**config.mk**
```make
export PLATFORM = sky130hd
export DESIGN_NAME = bist_sig_engine
export DESIGN_NICKNAME = d
export VERILOG_FILES = /design/src/rtl/bist_pkg.sv /design/src/rtl/bist_ctrl.sv /design/src/rtl/bist_datapath.sv /design/src/rtl/bist_sig_engine.sv
export SDC_FILE = /design/constraint.sdc
export NUM_CORES = 1
export LEC_CHECK = 0
export BUFFER_PORTS_ARGS = -buffer_cell sky130_fd_sc_hd__buf_4
export CAP_MARGIN = 20
export CORE_MARGIN = 2
export CORE_UTILIZATION = 40
export CTS_CLUSTER_SIZE = 12
export DETAILED_ROUTE_END_ITERATION = 10
export PLACE_DENSITY_LB_ADDON = 0.05
export SLEW_MARGIN = 20
export SYNTH_ARGS = -nofsm -noshare
export SYNTH_HDL_FRONTEND = slang
export SYNTH_SLANG_ARGS = --single-unit
```
**constraint.sdc**
```tcl
create_clock -name clk -period 5.4 [get_ports clk]
set_input_delay 0.54 -clock clk [delete_from_list [all_inputs] [get_ports clk]]
set_output_delay 0.54 -clock clk [all_outputs]
set_load 0.01 [all_outputs]
```
**src/rtl/bist_pkg.sv**
```systemverilog
package bist_pkg;
  localparam int SIG_W = 16;
  localparam logic [SIG_W-1:0] TAP_MASK = 16'hB400; // x^16+x^14+x^13+x^11+1

  typedef struct packed {
    logic startRun;
    logic restartPn;
    logic stepEn;
    logic captureSig;
    logic useB;
  } bistStrobes_t;

  function automatic logic [SIG_W-1:0] shiftNext(input logic [SIG_W-1:0] s);
    return {s[SIG_W-2:0], ^(s & TAP_MASK)};
  endfunction
endpackage

```
**src/rtl/bist_ctrl.sv**
```systemverilog
module bist_ctrl
  import bist_pkg::*;
#(
  parameter int RUN_LEN = 512,
  parameter int ADDR_W = 8,
  parameter logic [ADDR_W-1:0] CTRL_ADDR = 8'h0E
) (
  input  logic              clk,
  input  logic              rst_n,
  input  logic              wrEn,
  input  logic [ADDR_W-1:0] wrAddr,
  input  logic [7:0]        wrData,
  output bistStrobes_t      strobes,
  output logic              running,
  output logic              done,
  output logic              selA,
  output logic              selB,
  output logic              keepPn
);
  localparam int CNT_W = $clog2(RUN_LEN);
  localparam logic [CNT_W-1:0] LAST_CNT = CNT_W'(RUN_LEN - 1);

  logic [CNT_W-1:0] cycleCnt;
  logic ctrlWrite, wantsChan, acceptStart, lastCycle;

  assign ctrlWrite   = wrEn && (wrAddr == CTRL_ADDR);
  assign wantsChan   = wrData[1] | wrData[3];
  assign acceptStart = ctrlWrite && !running && wrData[0] && wantsChan;
  assign lastCycle   = running && (cycleCnt == LAST_CNT);

  always_comb begin
    strobes.startRun   = acceptStart;
    strobes.restartPn  = acceptStart && !wrData[2];
    strobes.stepEn     = running;
    strobes.captureSig = lastCycle;
    strobes.useB       = selB && !selA;
  end

  always_ff @(posedge clk or negedge rst_n) begin
    if (!rst_n) begin
      running  <= 1'b0;
      done     <= 1'b0;
      cycleCnt <= '0;
      selA     <= 1'b0;
      selB     <= 1'b0;
      keepPn   <= 1'b0;
    end else begin
      if (acceptStart) begin
        running  <= 1'b1;
        done     <= 1'b0;
        cycleCnt <= '0;
      end else if (running) begin
        cycleCnt <= cycleCnt + 1'b1;
        if (lastCycle) begin
          running <= 1'b0;
          done    <= 1'b1;
        end
      end
      if (ctrlWrite && !running) begin
        selA   <= wrData[1];
        keepPn <= wrData[2];
        selB   <= wrData[3];
      end
    end
  end

  assert_run_len_R3: assert property (@(posedge clk) disable iff (!rst_n)
    lastCycle |=> (!running && done));
  assert_ignore_start_R9: assert property (@(posedge clk) disable iff (!rst_n)
    (running && !lastCycle) |=> (running && $stable({selA, selB, keepPn})));
  assert_no_chan_R10: assert property (@(posedge clk) disable iff (!rst_n)
    (ctrlWrite && !running && !wantsChan) |=> !running);
  assert_done_hold_R8: assert property (@(posedge clk) disable iff (!rst_n)
    (done && !acceptStart) |=> done);
endmodule

```
**src/rtl/bist_datapath.sv**
```systemverilog
module bist_datapath
  import bist_pkg::*;
#(
  parameter logic [SIG_W-1:0] SEED = 16'hFFFF
) (
  input  logic             clk,
  input  logic             rst_n,
  input  bistStrobes_t     strobes,
  input  logic [SIG_W-1:0] dpA,
  input  logic [SIG_W-1:0] dpB,
  output logic [SIG_W-1:0] pnState,
  output logic [SIG_W-1:0] sigWord
);
  logic [SIG_W-1:0] misr, misrNext, foldWord;

  assign foldWord = strobes.useB ? dpB : dpA;
  assign misrNext = shiftNext(misr) ^ foldWord;

  always_ff @(posedge clk or negedge rst_n) begin
    if (!rst_n) begin
      pnState <= SEED;
      misr    <= '0;
      sigWord <= '0;
    end else begin
      if (strobes.startRun) begin
        misr <= '0;
        if (strobes.restartPn) pnState <= SEED;
      end else if (strobes.stepEn) begin
        pnState <= shiftNext(pnState);
        misr    <= misrNext;
      end
      if (strobes.captureSig) sigWord <= misrNext;
    end
  end

  assert_pn_nonzero_R4: assert property (@(posedge clk) disable iff (!rst_n)
    pnState != '0);
  assert_misr_clear_R5: assert property (@(posedge clk) disable iff (!rst_n)
    strobes.startRun |=> (misr == '0));
  assert_sig_hold_R8: assert property (@(posedge clk) disable iff (!rst_n)
    !strobes.captureSig |=> $stable(sigWord));
endmodule

```
**src/rtl/bist_sig_engine.sv**
```systemverilog
module bist_sig_engine
  import bist_pkg::*;
#(
  parameter int RUN_LEN = 512,
  parameter int ADDR_W = 8,
  parameter logic [ADDR_W-1:0] CTRL_ADDR = 8'h0E,
  parameter logic [ADDR_W-1:0] SIG_LO_ADDR = 8'h24,
  parameter logic [ADDR_W-1:0] SIG_HI_ADDR = 8'h25,
  parameter logic [SIG_W-1:0] SEED = 16'hFFFF
) (
  input  logic              clk,
  input  logic              rst_n,
  input  logic              regWrEn,
  input  logic [ADDR_W-1:0] regAddr,
  input  logic [7:0]        regWrData,
  output logic [7:0]        regRdData,
  input  logic [SIG_W-1:0]  dpOutA,
  input  logic [SIG_W-1:0]  dpOutB,
  output logic [SIG_W-1:0]  pnData,
  output logic [1:0]        pnValid,
  output logic              bistDone
);
  bistStrobes_t strobes;
  logic running, selA, selB, keepPn;
  logic [SIG_W-1:0] sigWord;

  bist_ctrl #(.RUN_LEN(RUN_LEN), .ADDR_W(ADDR_W), .CTRL_ADDR(CTRL_ADDR)) uCtrl (
    .clk(clk), .rst_n(rst_n), .wrEn(regWrEn), .wrAddr(regAddr), .wrData(regWrData),
    .strobes(strobes), .running(running), .done(bistDone),
    .selA(selA), .selB(selB), .keepPn(keepPn)
  );

  bist_datapath #(.SEED(SEED)) uPath (
    .clk(clk), .rst_n(rst_n), .strobes(strobes), .dpA(dpOutA), .dpB(dpOutB),
    .pnState(pnData), .sigWord(sigWord)
  );

  assign pnValid = {selB, selA} & {2{running}};

  always_comb begin
    if (regAddr == CTRL_ADDR)        regRdData = {4'b0, selB, keepPn, selA, running};
    else if (regAddr == SIG_LO_ADDR) regRdData = sigWord[7:0];
    else if (regAddr == SIG_HI_ADDR) regRdData = sigWord[15:8];
    else                             regRdData = 8'h00;
  end

  assert_idle_quiet_R3: assert property (@(posedge clk) disable iff (!rst_n)
    bistDone |-> (pnValid == 2'b00));
endmodule

```
; Word-level counts from Yosys, hierarchy flattened
; Index checks and enable logic that the tools add are counted.
[totals]
mem_bits_ro = 0
register_bits = 62
input_bits = 51
ramBits = 0
elab_cells = 51
latchBits = 0
memories = 0
[op_classes]
eq_ne = 5
add_sub_neg = 1
muxes = 17
shifts = 0
n_mul = 0
div_mod_pow = 0
bitwise = 3
order_cmp = 0
reduce_logical = 16
[ops]
columns = op, count
row1 = two-way mux 16 bit, 6
row2 = XOR reduction 16 bit, 2
row3 = two-way mux 8 bit, 3
row4 = two-way mux 9 bit, 2
row5 = equality test 8 x 6 -> 1 bit (second input constant), 2
row6 = XOR 16 bit, 1
row7 = adder 9 x 1 -> 9 bit (second input constant), 1
row8 = equality test 9 bit (second input constant), 1
row9 = equality test 8 x 4 -> 1 bit (second input constant), 1
row10 = logical AND 1 bit, 7
row11 = two-way mux 1 bit, 6
row12 = AND reduction 2 bit, 2
row13 = nonzero test 2 bit, 2
row14 = zero test 1 bit, 3
row15 = AND 2 bit, 1
row16 = inequality test 2 bit (second input constant), 1
row17 = OR 1 bit, 1

; Logic depth before layout (Yosys ltp)
[depth]
word_depth = 8
mapped_depth = 7
ltp_nobuf = 6

; Cells and area by module
; From an unflattened synthesis, not the netlist that was laid out.
[unflattened]
hier_cells = 260
area_unflattened_um2 = 3176.8
[modules_own_cells]
columns = module, n_inst, cells_per_inst, area_per_inst_um2
row1 = bist_datapath, 1, 165, 2209.6
row2 = bist_ctrl, 1, 68, 745.7
row3 = bist_sig_engine, 1, 27, 221.5

; Worst setup path after synthesis
; No wires, ideal clock.
[synth_timing]
kind = input-to-output
start = input regAddr[0]
end = output regRdData[0]
t_arrival_ns = 1.736
cell_stages = 6
slack_ns = 3.124
cell_sequence = buf_6 -> or4_4 -> buf_6 -> nor2_1 -> nand2_1 -> o21ai_0
[synth_via]
elab_chain_len = 4
word_cells_on_any_way = 6
[synth_lines]
columns = element, line
row1 = "start, declared", bist_sig_engine.sv:14  ; input logic [ADDR_W-1:0] regAddr,
row2 = equality test 8 x 6 -> 1 bit, bist_sig_engine.sv:43  ; else if (regAddr == SIG_HI_ADDR) regRdData = sigWord[15:8];
row3 = two-way mux 8 bit, bist_sig_engine.sv:43
row4 = two-way mux 8 bit, bist_sig_engine.sv:42  ; else if (regAddr == SIG_LO_ADDR) regRdData = sigWord[7:0];
row5 = two-way mux 8 bit *, bist_sig_engine.sv:41  ; if (regAddr == CTRL_ADDR) regRdData = {4'b0, selB, keepPn, selA, running};
row6 = "end, declared", bist_sig_engine.sv:16  ; output logic [7:0] regRdData,
; Mark *: on every way between the ends. The rest lies on a longest branch, timed or not.

; Final worst setup path
[layout_timing]
start = input regAddr[3]
end = output regRdData[4]
; The elaborated chain is that of the path after synthesis.

==> impl_metrics.json <==
{
  "status": "finished clean",
  "fp.coreArea_mm2": 0.007253,
  "synth_cell_types": 36,
  "cts_sinks": 62,
  "htreeDepth": 3,
  "tns_ns": 0,
  "drc": 0,
  "via_count": 2087,
  "cts_resized": 0,
  "critPathMaxStageDelay_ns": 0.50,
  "portBuffers": 73,
  "postCtsHoldBufs": 0,
  "dp_slack_ns": 2.826,
  "dpl.cell_count": 398,
  "syn_avg_cell_area_um2": 12.71,
  "utilization_pct": 52.41,
  "switching_share_pct": 23.91,
  "whs_ns": 0.2875,
  "startpoint": "regAddr[3]",
  "path_delay_family": "simple AND/OR/NAND/NOR gates",
  "gp_congestion": 0.7294,
  "die_x_um": 90.61,
  "grt_use_total_pct": 16.21,
  "wl_um": 6236,
  "hpwl_um": 4281,
  "ys.flop_type": "dfrtp_1",
  "hold_viol_final": 0,
  "worst_pin_slew_ns": 1.038,
  "io_pins": 78,
  "hp-class": "in2async",
  "cp_cell_sequence": "buf_4, nand4bb_1, or4_1, nor2_1, a22o_1, buf_4",
  "mostFrequentLayoutCell": "buf_4",
  "dr.pass1.iters": 4,
  "period_minus_slack_ns": 2.536,
  "reg2reg_from": "uCtrl.cycleCnt[0]",
  "layout_common_cells": "buf_4, dfrtp_1, a22o_1, mux2i_1",
  "peakVddDrop_uv": 133.1,
  "antenna_found_initial": 0,
  "critical_path_depth": 6,
  "finalWorstSetupSlack_ns": 2.864,
  "synth_edf_count": 0,
  "fp.dieH_um": 90.61,
  "antennaDiodeCount": 0,
  "grt_pass1_vias": 2121,
  "clock_latency_ns": 0.34,
  "p_comb_share_pct": 10.5,
  "clkTransAtPathRegs_ns": 0.06,
  "yosys-top-cells-area": "dfrtp_1, dfstp_2, mux2_2",
  "synthesis.nets": 289,
  "yosysWarningCount": 0,
  "final_nets": 363,
  "fmax_ghz": 0.3943,
  "fin_worst_skew_ns": 0.007572,
  "crit_top_cell": "buf_4",
  "cts_tree": "done",
  "yosys.area.top_type_share_pct": 38.37,
  "grt-ovfl-total": 0,
  "dieArea_mm2": 0.008209,
  "row_count": 31,
  "maxCapViolations": 0,
  "p_clk_share_pct": 40.2,
  "p_sw_mw": 0.2414,
  "clk_path_buf_depth": 2,
  "pwr-share-seq_pct": 49.3,
  "relSlewSlack_pct": 30.83,
  "postSynthCellCount": 236,
  "grt_max_degree": 63,
  "drive_gt1_share_pct": 46.35,
  "p_int_mw": 0.7679,
  "synthArstFlopShare_pct": 100.0,
  "cp-start-kind": "input pin",
  "end_kind": "primary output",
  "slew_violations": 0,
  "rsz0062_at_grt": "false",
  "grt_pass1_wl_um": 10480,
  "cts_made_buffers": 9,
  "leakagePower_nw": 1.797,
  "drt-initial-drc-count": 70,
  "yosys.area.top_type": "dfrtp_1",
  "ys_seq_elements": 62,
  "ant_nets": 0,
  "setup_violations": 0,
  "crit_slowest_cell": "or4_1",
  "worstSetupPathType": "in2out",
  "worstPathMaxFanout": 5,
  "worst_ep_required_time_ns": 4.86,
  "reg2reg_depth": 6,
  "cts_setup_buffers": 0,
  "clockRootBuffer": "clkbuf_8",
  "initial_core_util_pct": 41.37,
  "areaGrowthSynthToFinish_pct": 26.69,
  "finalCritPeriodShare_pct": 46.97,
  "viasPerCell": 5.041,
  "syn_area_mm2": 0.003000,
  "arrival_ns": 2.00,
  "seq_area_frac_synth_pct": 52.38,
  "instances_no_fill": 414,
  "wire_per_inst_um": 15.06,
  "path_buf_inv": 2,
  "powerDensity_mw_per_mm2": 265.5
}
==> final cells by class <==
type / count / area, um^2
Sequential cell: 62 / 1572
Tap cell: 99 / 123.9
Clock inverter: 6 / 61.31
Timing Repair Buffer: 75 / 563.0
Fill cell: 681 / 3452
Multi-Input combinational cell: 160 / 1336
Clock buffer: 10 / 137.6
Inverter: 2 / 7.507
==> power groups by stage <==
stage	Sequential, mW	Clock (mW)	Combinational, mW
2_1_floorplan	0.506	0	0.0544
5_1_grt	0.500	0.440	0.119
4_1_cts	0.498	0.419	0.109
6_report	0.498	0.405	0.106
3_5_place_dp	0.506	0	0.109
3_3_place_gp	0.506	0	0.107
==> stage by stage <==
stage	instance area (um^2)	total power, mW
2_1_floorplan	3000	0.5600
3_3_place_gp	3602	0.6132
3_5_place_dp	3602	0.6148
4_1_cts	3801	1.026
5_1_grt	3801	1.059
6_report	3801	1.009
==> cell families (layout without fill, tap and decap cells) <==
| group | Yosys count | after routing | synth area share [%] |
|---|---|---|---|
| AOI/OAI and AO/OA | 51 | 51 | 14.60 |
| DFF | 62 | 62 | 52.38 |
| adders and majority gates | 2 | 2 | 0.8339 |
| muxes | 39 | 39 | 13.80 |
| xor gates and xnor gates | 26 | 26 | 7.590 |
| and+or+nand+nor | 42 | 42 | 7.715 |
| buffers and inverters | 14 | 93 | 3.086 |
==> flip-flops by register name (all words and copies together) (netlist names) <==
name and count:
uCtrl.selB 1, uPath.misr 16, uCtrl.keepPn 1, uCtrl.selA 1, uCtrl.done 1, uPath.pnState 16, uPath.sigWord 16, uCtrl.cycleCnt 9
uCtrl.running 1
==> cells in the mapped netlist (all sizes together), types with 4 or more instances <==
cell type and instances:
mux2i 20, clkbuf 4, mux2 19, o21ai 9, dfstp 16, buf 8, o22a 15, a22o 20
xor2 7, a21oi 4, nor2 12, nand2 12, dfrtp 46, xnor2 19
==> path summary, 6_finish.rpt <==
check,to,slack [ns]
setup / recovery,regRdData[4],2.86
hold / removal,uPath.misr[2],0.29
setup reg to reg,uPath.sigWord[14],3.34
hold reg to reg,uPath.sigWord[3],0.50
max in group asynchronous,uPath.sigWord[1],4.59
min in group clk,uCtrl.selB,0.45
==> per-layer routing <==
metal | wire [um] | track usage, %
met5 | 0 | 0
met4 | 121 | 6.538
met3 | 290 | 4.257
met2 | 2984 | 26.18
met1 | 2840 | 20.74
Note: power is estimated with default switching activity, not from simulation.
